$ cat src/rtl/sb_pkg.sv
package sb_pkg;
  // number of operand ports a candidate presents
  localparam int SRC_PORTS = 2;

  // strobes from the issue control to the page array
  typedef struct packed {
    logic loadPage;
  } pageStrobe_t;
endpackage

$ cat src/rtl/sb_pages.sv
module sb_pages
  import sb_pkg::*;
#(
  parameter int NUM_REGS       = 32,
  parameter int NUM_STAGES     = 8,
  parameter bit ZERO_REG_CONST = 1'b1,
  localparam int RW = $clog2(NUM_REGS),
  localparam int SW = $clog2(NUM_STAGES + 1)
) (
  input  logic                  clk,
  input  logic                  rst,
  input  pageStrobe_t           strobe,
  input  logic [RW-1:0]         loadDst,
  input  logic [SW-1:0]         loadAvail,
  input  logic [RW-1:0]         rdReg0,
  input  logic [RW-1:0]         rdReg1,
  output logic [NUM_STAGES-1:0] rdUpper0,
  output logic [NUM_STAGES-1:0] rdLower0,
  output logic [NUM_STAGES-1:0] rdUpper1,
  output logic [NUM_STAGES-1:0] rdLower1
);
  localparam logic [NUM_STAGES-1:0] FIRST_STAGE = NUM_STAGES'(1);

  // position rows (single marker) and readiness rows (timeline)
  logic [NUM_STAGES-1:0] upperQ [NUM_REGS];
  logic [NUM_STAGES-1:0] lowerQ [NUM_REGS];

  // a consumer entering one cycle after the load needs stage k+1 >= avail
  function automatic logic [NUM_STAGES-1:0] availMask(input logic [SW-1:0] avail);
    logic [NUM_STAGES-1:0] m;
    for (int k = 0; k < NUM_STAGES; k++) begin
      m[k] = ((k + 1) >= int'(avail));
    end
    return m;
  endfunction

  always_ff @(posedge clk) begin
    for (int r = 0; r < NUM_REGS; r++) begin
      if (rst || (ZERO_REG_CONST && r == 0)) begin
        upperQ[r] <= '0;
        lowerQ[r] <= '0;
      end else if (strobe.loadPage && loadDst == RW'(r)) begin
        upperQ[r] <= FIRST_STAGE;
        lowerQ[r] <= availMask(loadAvail);
      end else begin
        upperQ[r] <= upperQ[r] << 1;
        if (upperQ[r] == '0 || upperQ[r][NUM_STAGES-1]) begin
          lowerQ[r] <= '0;
        end else begin
          lowerQ[r] <= {1'b1, lowerQ[r][NUM_STAGES-1:1]};
        end
      end
    end
  end

  assign rdUpper0 = upperQ[rdReg0];
  assign rdLower0 = lowerQ[rdReg0];
  assign rdUpper1 = upperQ[rdReg1];
  assign rdLower1 = lowerQ[rdReg1];
endmodule

$ cat src/rtl/sb_ctrl.sv
module sb_ctrl
  import sb_pkg::*;
#(
  parameter int NUM_REGS   = 32,
  parameter int NUM_STAGES = 8,
  localparam int RW = $clog2(NUM_REGS),
  localparam int SW = $clog2(NUM_STAGES + 1)
) (
  input  logic                  issueValid,
  input  logic [RW-1:0]         issueDst,
  input  logic                  src0En,
  input  logic [RW-1:0]         src0Reg,
  input  logic [SW-1:0]         src0Need,
  input  logic [NUM_STAGES-1:0] src0Upper,
  input  logic [NUM_STAGES-1:0] src0Lower,
  input  logic                  src1En,
  input  logic [RW-1:0]         src1Reg,
  input  logic [SW-1:0]         src1Need,
  input  logic [NUM_STAGES-1:0] src1Upper,
  input  logic [NUM_STAGES-1:0] src1Lower,
  output logic                  issueOk,
  output logic [NUM_STAGES-1:0] fwdSel0,
  output logic [NUM_STAGES-1:0] fwdSel1,
  output logic                  wbSuppress,
  output pageStrobe_t           strobe
);
  logic                  enV    [SRC_PORTS];
  logic [RW-1:0]         regV   [SRC_PORTS];
  logic [SW-1:0]         needV  [SRC_PORTS];
  logic [NUM_STAGES-1:0] upperV [SRC_PORTS];
  logic [NUM_STAGES-1:0] lowerV [SRC_PORTS];
  logic [NUM_STAGES-1:0] fwdV   [SRC_PORTS];
  logic [SRC_PORTS-1:0]  srcLive, srcReady, srcSelf;
  logic                  fire;

  assign enV[0] = src0En;   assign enV[1] = src1En;
  assign regV[0] = src0Reg; assign regV[1] = src1Reg;
  assign needV[0] = src0Need; assign needV[1] = src1Need;
  assign upperV[0] = src0Upper; assign upperV[1] = src1Upper;
  assign lowerV[0] = src0Lower; assign lowerV[1] = src1Lower;

  // readiness bit for "needed at stage need"; beyond the row is always ready
  function automatic logic pickBit(input logic [NUM_STAGES-1:0] row,
                                   input logic [SW-1:0] need);
    logic b;
    b = (need == '0) ? row[0] : 1'b1;
    for (int k = 0; k < NUM_STAGES; k++) begin
      if (int'(need) == k + 1) b = row[k];
    end
    return b;
  endfunction

  for (genvar s = 0; s < SRC_PORTS; s++) begin : g_src
    assign srcLive[s]  = enV[s] && (upperV[s] != '0);
    assign srcReady[s] = !srcLive[s] || pickBit(lowerV[s], needV[s]);
    assign srcSelf[s]  = srcLive[s] && (regV[s] == issueDst);
    assign fwdV[s]     = enV[s] ? upperV[s] : '0;
  end

  assign issueOk         = &srcReady;
  assign fire            = issueValid && issueOk;
  assign strobe.loadPage = fire;
  assign wbSuppress      = fire && (|srcSelf);
  assign fwdSel0         = fwdV[0];
  assign fwdSel1         = fwdV[1];
endmodule

$ cat src/rtl/sb_scoreboard.sv
module sb_scoreboard
  import sb_pkg::*;
#(
  parameter int NUM_REGS       = 32,
  parameter int NUM_STAGES     = 8,
  parameter bit ZERO_REG_CONST = 1'b1,
  localparam int RW = $clog2(NUM_REGS),
  localparam int SW = $clog2(NUM_STAGES + 1)
) (
  input  logic                  clk,
  input  logic                  rst,
  input  logic                  issueValid,
  input  logic [RW-1:0]         issueDst,
  input  logic [SW-1:0]         issueAvail,
  input  logic                  src0En,
  input  logic [RW-1:0]         src0Reg,
  input  logic [SW-1:0]         src0Need,
  input  logic                  src1En,
  input  logic [RW-1:0]         src1Reg,
  input  logic [SW-1:0]         src1Need,
  output logic                  issueOk,
  output logic [NUM_STAGES-1:0] fwdSel0,
  output logic [NUM_STAGES-1:0] fwdSel1,
  output logic                  wbSuppress
);
  pageStrobe_t           strobe;
  logic [NUM_STAGES-1:0] upper0, lower0, upper1, lower1;

  sb_pages #(
    .NUM_REGS(NUM_REGS), .NUM_STAGES(NUM_STAGES), .ZERO_REG_CONST(ZERO_REG_CONST)
  ) u_pages (
    .clk(clk), .rst(rst), .strobe(strobe),
    .loadDst(issueDst), .loadAvail(issueAvail),
    .rdReg0(src0Reg), .rdReg1(src1Reg),
    .rdUpper0(upper0), .rdLower0(lower0),
    .rdUpper1(upper1), .rdLower1(lower1)
  );

  sb_ctrl #(
    .NUM_REGS(NUM_REGS), .NUM_STAGES(NUM_STAGES)
  ) u_ctrl (
    .issueValid(issueValid), .issueDst(issueDst),
    .src0En(src0En), .src0Reg(src0Reg), .src0Need(src0Need),
    .src0Upper(upper0), .src0Lower(lower0),
    .src1En(src1En), .src1Reg(src1Reg), .src1Need(src1Need),
    .src1Upper(upper1), .src1Lower(lower1),
    .issueOk(issueOk), .fwdSel0(fwdSel0), .fwdSel1(fwdSel1),
    .wbSuppress(wbSuppress), .strobe(strobe)
  );
endmodule

$ cat config.mk
export PLATFORM = sky130hd
export DESIGN_NAME = sb_scoreboard
export DESIGN_NICKNAME = d
export VERILOG_FILES = /design/src/rtl/sb_pkg.sv /design/src/rtl/sb_pages.sv /design/src/rtl/sb_ctrl.sv /design/src/rtl/sb_scoreboard.sv
export SDC_FILE = /design/constraint.sdc
export NUM_CORES = 1
export LEC_CHECK = 0
export BUFFER_PORTS_ARGS = -buffer_cell sky130_fd_sc_hd__buf_2
export CORE_MARGIN = 1
export CORE_UTILIZATION = 58
export DETAILED_ROUTE_END_ITERATION = 8
export PLACE_DENSITY = 0.78
export SLEW_MARGIN = 15
export SYNTH_ARGS = -nofsm -noshare
export SYNTH_HDL_FRONTEND = slang
export SYNTH_SLANG_ARGS = --single-unit
export TNS_END_PERCENT = 50
$ cat constraint.sdc
create_clock -name clk -period 4.4 [get_ports clk]
set_input_delay 0.88 -clock clk [delete_from_list [all_inputs] [get_ports clk]]
set_output_delay 0.88 -clock clk [all_outputs]
set_load 0.03 [all_outputs]
### After elaboration in Yosys (flattened, before gate mapping)

Memory sizes are Yosys's and may differ from the RTL's.
Index checks and enable logic that the tools add are counted.

| word-level totals | value |
|---|---|
| bits in registers | 0 |
| memory bits (writable) | 512 |
| bits of input ports | 32 |
| output and inout port bits | 18 |
| logic and storage cells | 934 |
| memories kept | 2 |

| operators by class | value |
|---|---|
| order comparisons | 8 |
| equal/unequal tests | 49 |
| muxes and demuxes | 611 |
| bitwise gates (word level) | 155 |
| reductions and logical operators | 109 |

Memories:

| name | depth | width | rd ports | clocked after memory_dff | wr ports | RTL line | text |
|---|---|---|---|---|---|---|---|
| u_pages.lowerQ | 32 | 8 | 33 | 0 | 32 | sb_pages.sv:26 | `logic [NUM_STAGES-1:0] lowerQ [NUM_REGS];` |
| u_pages.upperQ | 32 | 8 | 33 | 0 | 32 | sb_pages.sv:25 | `logic [NUM_STAGES-1:0] upperQ [NUM_REGS];` |

Operators with widths:

| cell | count |
|---|---|
| 2-to-1 mux 8 bit | 157 |
| 2-to-1 mux 1 bit | 454 |
| logical NOT 8 bit | 31 |
| OR 1 bit | 155 |
| equality test 5 bit, second input constant | 16 |
| equality test 4 bit, second input constant | 10 |
| equality test 5 x 4 -> 1 bit, second input constant | 8 |
| logical AND 1 bit | 37 |
| logical OR 1 bit | 33 |
| equality test 5 x 3 -> 1 bit, second input constant | 4 |
| equality test 4 x 3 -> 1 bit, second input constant | 4 |
| greater-or-equal comparator 3 x 4 -> 1 bit, first input constant | 4 |
| nonzero test 8 bit | 2 |
| equality test 5 x 2 -> 1 bit, second input constant | 2 |
| equality test 5 bit | 2 |
| equality test 4 x 2 -> 1 bit, second input constant | 2 |
| greater-or-equal comparator 2 x 4 -> 1 bit, first input constant | 2 |
| logical NOT 4 bit | 2 |
| equality test 5 x 1 -> 1 bit, second input constant | 1 |
| greater-or-equal comparator 1 x 4 -> 1 bit, first input constant | 1 |
| greater-or-equal comparator 4 bit, first input constant | 1 |
| logical NOT 1 bit | 2 |
| AND reduction 2 bit | 1 |
| OR reduction 2 bit | 1 |

### Depth between registers and ports, before layout

Gate-level depths: netlist (run 1).

| logic depth | value |
|---|---|
| depth in word-level cells | 20 |
| mapped depth | 17 |

### Modules after synthesis

From an unflattened synthesis (run 1), not the netlist that was laid out.

| second synthesis, totals | value |
|---|---|
| cells, all modules | 1972 |
| area, all modules | 28970.3 sq um |

Modules (own cells, without submodules):

| module | instances | cells an instance | area an instance (sq um) | seq. area each (sq um) |
|---|---|---|---|---|
| sb_pages | 1 | 1919 | 28564.9 | 14894.3 |
| sb_ctrl | 1 | 53 | 405.4 | 0.0 |

### Worst setup path after synthesis (run 1)

OpenSTA, ideal clock, no wires.

| timing path | value |
|---|---|
| path type | input port to output port |
| start point | input src0Reg[1] |
| end point | output wbSuppress |
| arrival time | 3.967 ns |
| data required time | 3.520 ns |
| setup slack | -0.447 ns |
| stages | 15 |
| buffers on the path | 6 |
| cell sequence | buf_6 -> buf_6 -> clkbuf_1 -> buf_2 -> mux4_2 -> nand3_1 -> o2111ai_1 -> o2111ai_1 -> o221ai_1 -> or4_1 -> o22ai_2 -> buf_6 -> buf_6 -> inv_1 -> and3_1 |

| between the ends | value |
|---|---|
| longest elaborated chain between the ends | 14 |
| elaborated cells between the ends (all ways) | 21 |
| classes of those cells | eq/ne (1); mux (9); reduce/logical (9); memory (2) |

RTL lines:

| item | RTL line | text |
|---|---|---|
| from (decl) | sb_scoreboard.sv:16 | `input logic [RW-1:0] src0Reg,` |
| memory read (32 x 8 bit) | -- |  |
| 2-to-1 mux 1 bit | sb_ctrl.sv:46 | `b = (need == '0) ? row[0] : 1'b1;` |
| 2-to-1 mux 1 bit (8 in series) | sb_ctrl.sv:48 | `if (int'(need) == k + 1) b = row[k];` |
| logical OR 1 bit * | sb_ctrl.sv:55 | `assign srcReady[s] = !srcLive[s] \|\| pickBit(lowerV[s], needV[s]);` |
| AND reduction 2 bit * | sb_ctrl.sv:60 | `assign issueOk = &srcReady;` |
| named net issueOk | sb_scoreboard.sv:21 | `output logic issueOk,` |
| logical AND 1 bit * | sb_ctrl.sv:61 | `assign fire = issueValid && issueOk;` |
| logical AND 1 bit * | sb_ctrl.sv:63 | `assign wbSuppress = fire && (\|srcSelf);` |
| to (decl) | sb_scoreboard.sv:24 | `output logic wbSuppress` |

Mark *: on every way through the listed nets, which the timed path passes. The rest lies on a longest branch.

### Worst setup path in the final report (run 1)

| timing path | value |
|---|---|
| start point | input src1Reg[0] |
| end point | output wbSuppress |

| between the ends | value |
|---|---|
| longest elaborated chain between the ends | 14 |
| elaborated cells between the ends (all ways) | 21 |
| classes of those cells | eq/ne (1); mux (9); reduce/logical (9); memory (2) |

RTL lines:

| item | RTL line | text |
|---|---|---|
| from (decl) | sb_scoreboard.sv:19 | `input logic [RW-1:0] src1Reg,` |
| memory read (32 x 8 bit) | -- |  |
| 2-to-1 mux 1 bit | sb_ctrl.sv:46 |  |
| 2-to-1 mux 1 bit (8 in series) | sb_ctrl.sv:48 |  |
| logical OR 1 bit | sb_ctrl.sv:55 |  |
| AND reduction 2 bit | sb_ctrl.sv:60 |  |
| logical AND 1 bit | sb_ctrl.sv:61 |  |
| logical AND 1 bit * | sb_ctrl.sv:63 |  |

Mark *: on every way between the ends. The rest lies on a longest branch, timed or not.

==> results.py, run 1 <==
metrics = {
    "logic_synthesis": {
        "synth_warnings": 0,
        "synth_top_flop_cell": "edfxtp_1",
        "synth_edf_count": 496,
        "synth.cell_area_um2": 31600,
        "synthArstFlopShare_pct": 0,
        "synthTopCellsByArea": "edfxtp_1, mux4_2, mux2i_1",
        "synth_top_area_cell": "edfxtp_1",
        "synth.top_cell.area_share_pct": 47.2,
        "yosysSeqAreaShare_pct": 47.2,
        "synth_seq_cells": 496,
        "synth_cells": 2315,
        "yosysUniqueCellTypes": 66,
        "avgSynthCellArea_um2": 13.6,
    },
    "route": {
        "vias": 24400,
        "drc": 0,
        "drt-initial-drc-count": 3651,
        "via_per_inst": 6.46,
        "drtAntennaViolNets": 0,
        "post_drt_wl_per_cell_um": 26.8,
        "drtPass1Iterations": 6,
        "routed_wl_um": 101000,
    },
    "cells_and_area": {
        "fin_util_pct": 70.9,
        "nets": 3063,
        "area_growth_pct": 21.0,
        "layout-drive-gt1-share_pct": 30.1,
    },
    "clocking": {
        "clock_path_buffers": 3,
        "htree_levels": 2,
        "insertion_delay_ns": 0.63,
        "cts_tree": "yes",
        "clk_pin_slew_worst_paths_ns": 0.06,
        "cts_num_sinks": 496,
        "cts_buffers": 55,
        "cts_root_buffer": "clkbuf_16",
    },
    "pwr": {
        "p_leak_nw": 14.2,
        "ir_drop_mv": 0.286,
        "powerDensity_nw_per_um2": 321,
    },
    "sta": {
        "clock.fmax_mhz": 210,
        "tightest_slew_ns": 1.06,
        "maxSlewHeadroom_pct": 29.5,
        "slew_violations": 0,
        "timing.final.crit_share_pct": 108,
        "hold_viol_final": 0,
        "setup_violations": 2,
        "fin_ws_ns": -0.370,
        "fin_skew_ns": 0.0153,
        "fin_crit_ns": 4.77,
        "rsz0062_at_grt": "yes",
    },
    "worst_setup_path": {
        "worst-setup-path-type": "input pin to output pin",
        "critPathCaptureType": "output pin",
        "cp-start-kind": "input pin",
        "crit_required_ns": 3.52,
        "critPathArrivalTime_ns": 3.89,
        "critPathMaxFanout": 16,
    },
    "global_route": {
        "antenna_found_initial": 8,
        "gr-usage-all-layers_pct": 36.8,
        "grt_pass1_vias": 24300,
        "overflow": 0,
        "grt_pass1_wl_um": 152000,
        "grt_max_degree": 99,
    },
    "place": {
        "place_ws_ns": -0.514,
        "gp_congestion": 1.02,
        "hpwl_um": 77400,
        "port_buffers": 49,
    },
    "floorplan": {
        "boundaryPins": 50,
        "num_rows": 85,
        "dieHeight_um": 235,
        "die_w_um": 235,
        "core_um2": 53800,
        "start_util_pct": 58.6,
        "die_area_um2": 55300,
    },
    "flow_run": {
        "maxCapViolCount": 0,
    },
    "outcome": {
        "violations": "setup timing",
        "status": "finished, violations left",
    },
    "worst_hold_path": {
        "hold_class": "flop to flop",
    },
}
==> critical path: stages <==
cell	delay [ns]
clkbuf_8	0.26
buf_12	0.21
mux4_2	0.52
o21ai_0	0.22
buf_4	0.16
o21ai_0	0.11
a31oi_1	0.37
buf_4	0.18
o2111ai_1	0.15
o22ai_4	0.31
clkinvlp_4	0.16
and3_4	0.16
buf_2	0.17
==> cell families after synthesis <==
family | Yosys count | synth area share [%]
AND/OR/NAND/NOR | 818 | 18.0
XOR/XNOR | 10 | 0.278
multiplexers | 544 | 25.2
flip-flops | 496 | 47.2
other | 1 | 0.0119
buffers and inverters | 217 | 3.86
AO/OA/AOI/OAI | 229 | 5.44
==> where the power goes <==
part	switching [mW]	internal [mW]	leakage, nW
combinational	1.12	0.901	8.33
sequential	0.298	5.52	5.09
clock	1.94	2.45	0.801
total	3.36	8.88	14.2
==> path summary, 6_finish.rpt <==
check / cells past startpoint / from / to / slack (ns)
setup reg to reg: 14 / u_pages.upperQ[3][0] / u_pages.lowerQ[19][7] / 0.19
hold reg to reg: 2 / u_pages.lowerQ[28][4] / u_pages.lowerQ[28][3] / 0.66
hold / removal: 2 / u_pages.lowerQ[28][4] / u_pages.lowerQ[28][3] / 0.66
setup / recovery: 13 / src1Reg[0] / wbSuppress / -0.37
==> through the flow <==
stage / hold WS, ns / power (mW) / instance area, µm² / setup TNS [ns] / std cells
after floorplan: 0.595 / 7.01 / 33400 / -0.257 / 2810
after global placement: 0.615 / 7.75 / 36300 / -130.14 / 3663
after detailed placement: 0.637 / 7.81 / 36300 / -133.60 / 3663
after CTS: 0.653 / 12.2 / 38100 / -0.606 / 3765
after global routing: 0.680 / 12.5 / 38200 / -0.839 / 3772
final: 0.659 / 12.2 / 38200 / -0.681 / 3773
==> placed cells by master (no fill, tap or decap), drive strengths merged, types with 11 or more instances in the layout <==
cell,count
conb,496
a221oi,17
nor3,98
clkbuf,69
a211oi,37
nand2b,12
mux4,193
buf,370
nand3,27
nor2b,23
a22oi,49
nor2,60
o22ai,22
a22o,18
edfxtp,496
nor4,38
mux2,72
nor3b,224
clkinv,25
and2,11
nand2,291
mux2i,279
a21oi,13
o21ai,18
==> cell type report <==
class                   instances  area [µm²]
diodes                          4        10.0
clock buffers                  67        1420
clock inverters                32         231
fillers                      3733       15700
inverters                       9        37.5
multi-input cells            2097       17400
flip-flops and latches        496       14900
well taps                     696         871
repair buffers                372        3300
==> synthesized netlist by cell type (all sizes together) (7+ instances only) <==
cell type,count
a2111oi,7
and3,8
edfxtp,496
a21oi,13
nor2b,23
a22oi,49
a22o,18
nor4,38
nor2,60
clkbuf,109
o21ai,18
nand4,7
nor3b,224
nand2,291
and2,11
a221oi,17
a211oi,37
nor3,98
o22ai,22
mux2,72
a31oi,9
nand2b,12
buf,99
nand3,27
inv,8
mux2i,279
mux4,193
==> repair_timing <==
item,CTS,global route
resized for setup,9,12
hold buffers,0,0
setup endpoints to repair,2,21
cloned,1,1
pin swaps,1,5
setup buffers,2,3
==> state kept, by name, summed over array words and instances, names as in the netlist <==
register and flops:
u_pages.upperQ 248, u_pages.lowerQ 248
==> per-layer routing <==
layer  GRT usage (%)  wire [µm]
met5               0        140
met4            19.2       5920
met3            8.84      12000
met2            59.3      47700
met1            46.5      35500
No activity file was read; power rests on OpenSTA's default activity.
==> inputs of run 2 (changes only) <==
--- a/config.mk
+++ b/config.mk
@@ -9,6 +9,7 @@
 export CORE_MARGIN = 1
 export CORE_UTILIZATION = 58
 export DETAILED_ROUTE_END_ITERATION = 8
+export GPL_TIMING_DRIVEN = 0
 export PLACE_DENSITY = 0.78
 export SLEW_MARGIN = 15
 export SYNTH_ARGS = -nofsm -noshare
==> run 2 against run 1 <==
The flow still finishes with violations (setup timing). Clock power increased by 7.3%. Clock skew increased by 0.011 ns. Fmax down 5.7%. Sequential cell count unchanged. Register-to-register slack got worse by 0.08 ns. Core utilization is 0.16 points higher. Combinational power increased by 8%. Non-clock buffer count fell by 43. Setup slack worse by 0.29 ns. Total power is 4.0% higher. Wire length rose by 25%.
==> results.py, run 2 (synthesis gave the netlist of run 1 again) <==
metrics = {
    "outcome": {
        "status": "finished, violations left",
        "violations": "setup timing",
    },
    "cells_and_area": {
        "layout_common_cells": "edfxtp_1, conb_1, nand2_1, mux2i_1, mux4_2",
        "nets": 3020,
        "area_growth_pct": 21.2,
        "final_area_um2": 38200,
        "layout-drive-gt1-share_pct": 29.2,
        "fillers": 3834,
        "top_regs": "u_pages.lowerQ x248, u_pages.upperQ x248",
    },
    "pwr": {
        "powerDensity_nw_per_um2": 333,
        "pwr-share-clk_pct": 37.1,
        "switching_share_pct": 28.3,
        "switchingPower_mw": 3.60,
        "p_comb_share_pct": 17.2,
        "p_leak_nw": 14.0,
        "ir_drop_mv": 0.326,
        "cell_internal_pwr_mw": 9.12,
        "seq_power_share_pct": 45.7,
    },
    "route": {
        "post_drt_wl_per_cell_um": 33.9,
        "via_per_inst": 6.82,
        "drt-initial-drc-count": 4476,
        "vias": 25500,
        "drtPass1Iterations": 9,
        "drc": 0,
        "drtAntennaViolNets": 0,
        "routed_wl_um": 126000,
    },
    "floorplan": {
        "boundaryPins": 50,
        "start_util_pct": 58.6,
        "die_area_um2": 55300,
        "die_w_um": 235,
        "dieHeight_um": 235,
        "num_rows": 85,
        "core_um2": 53800,
    },
    "sta": {
        "slew_violations": 0,
        "fin_setup_tns_ns": -1.53,
        "fin_crit_ns": 5.06,
        "fin_ws_ns": -0.657,
        "tightest_slew_ns": 1.34,
        "rsz0062_at_grt": "yes",
        "hold_viol_final": 0,
        "setup_violations": 16,
        "timing.final.crit_share_pct": 115,
        "clock.fmax_mhz": 198,
        "fin_skew_ns": 0.0264,
        "maxSlewHeadroom_pct": 10.7,
    },
    "global_route": {
        "grtUsageMet1_pct": 58.0,
        "antenna_found_initial": 9,
        "grt.busiest_layer": "met2",
        "met3_usage_pct": 12.9,
        "gr-usage-all-layers_pct": 45.7,
        "grt_pass1_vias": 24700,
        "grt_max_degree": 14,
        "grt_use_met2_pct": 69.2,
        "grt_pass1_wl_um": 177000,
        "overflow": 0,
    },
    "worst_setup_path": {
        "critPathCaptureType": "output pin",
        "critPathArrivalTime_ns": 4.18,
        "worst-setup-path-type": "input pin to output pin",
        "cp_slowest_stage_delay_ns": 0.57,
        "path_delay_family": "compound AO/OA/AOI/OAI gates",
        "worst-path-buf-inv": 6,
        "crit_required_ns": 3.52,
        "path_cells": "buf_16 > buf_12 > mux4_2 > a22oi_2 > a21oi_1 > a31o_1 > or4_4 > o21ai_4 > o22ai_4 > buf_6 > buf_12 > clkinvlp_4 > and3_4 > buf_6",
        "cp-start-kind": "input pin",
        "critPathMaxFanout": 10,
        "worst_path_max_delay_cell": "mux4_2",
    },
    "place": {
        "place_area_um2": 34800,
        "hpwl_um": 95000,
        "port_buffers": 35,
        "gp_congestion": 1.08,
    },
    "clocking": {
        "insertion_delay_ns": 0.63,
        "cts_tree": "yes",
        "clock_path_buffers": 3,
        "clk_pin_slew_worst_paths_ns": 0.06,
        "cts_root_buffer": "clkbuf_16",
        "htree_levels": 2,
        "cts_buffers": 55,
        "cts_num_sinks": 496,
    },
    "flow_run": {
        "maxCapViolCount": 0,
    },
    "worst_hold_path": {
        "hold_class": "flop to flop",
    },
}
[run 2: cell count changes in the layout (fill, tap and decap cells not counted), moves of 5 or more]
cell / previous run / this run
buf_4: 276 / 84
buf_16: 2 / 7
a211oi_2: 6 / 33
clkbuf_4: 0 / 12
buf_6: 7 / 42
clkbuf_2: 0 / 18
buf_12: 41 / 29
diode_2: 4 / 10
a22oi_1: 48 / 40
clkbuf_1: 12 / 81
bufinv_16: 3 / 8
buf_8: 1 / 8
a211oi_1: 31 / 4
a22oi_2: 1 / 9
[run 2: layer usage]
layer / part of all wire (%) / wire, µm
met5: 0.045 / 57
met4: 7.5 / 9430
met3: 13 / 16700
met2: 45 / 56300
met1: 35 / 44000
[run 2: through the flow]
stage / utilization [%] / power (mW) / hold slack (ns) / std cells / setup WS (ns)
finish: 71.1 / 12.7 / 0.662 / 3734 / -0.657
CTS: 70.2 / 12.5 / 0.657 / 3706 / -0.564
global route: 71.1 / 12.9 / 0.672 / 3733 / -0.660
floorplan: - / 7.01 / 0.595 / 2810 / -0.246
global placement: 64.1 / 7.72 / 0.612 / 3541 / -2.46
detailed placement: 64.6 / 7.79 / 0.637 / 3556 / -2.40
[run 2: worst reg2reg max path, stage by stage, from the launching register on]
cell and delay [ns]:
edfxtp_1 0.47, mux4_2 0.56, a22oi_2 0.28, a21oi_1 0.20, a31o_1 0.30, or4_4 0.52, o21ai_4 0.29, o22ai_4 0.12
buf_6 0.13, buf_4 0.20, buf_12 0.19, nor3_4 0.26, buf_4 0.19, mux2_1 0.33
[run 2: final timing paths]
kind,from,end,slack (ns),cells after the start
hold reg to reg,u_pages.lowerQ[24][1],u_pages.lowerQ[24][0],0.66,2
setup / recovery,src0Reg[0],wbSuppress,-0.66,14
hold / removal,u_pages.lowerQ[24][1],u_pages.lowerQ[24][0],0.66,2
setup reg to reg,u_pages.upperQ[31][4],u_pages.lowerQ[26][7],0.11,13
[run 2: final cells by class]
type                    instances  area, µm²  share of cell area [%]
multi-input cells            2097      17800                    46.6
diodes                         10       25.0                  0.0654
clock inverters                32        355                   0.929
well taps                     696        871                    2.28
repair buffers                123       1000                    2.62
plain buffers                 206       1830                    4.80
inverters                       9       46.3                   0.121
flip-flops and latches        496      14900                    38.9
clock buffers                  65       1410                    3.70
[run 2: repair_timing]
item	4_1_cts	5_1_grt
buffers inserted	53	19
endpoints found under the setup margin	512	300
gates resized for setup	228	57
hold buffers	0	0
pin swaps	35	17
cloned	0	0
[run 2: power by group through the flow]
stage          registers [mW]  logic, mW  clock network (mW)
2_1_floorplan            5.74       1.27                   0
3_3_place_gp             5.87       1.85                   0
3_5_place_dp             5.89       1.90                   0
4_1_cts                  5.79       2.03                4.70
5_1_grt                  5.83       2.23                4.86
6_report                 5.82       2.19                4.72
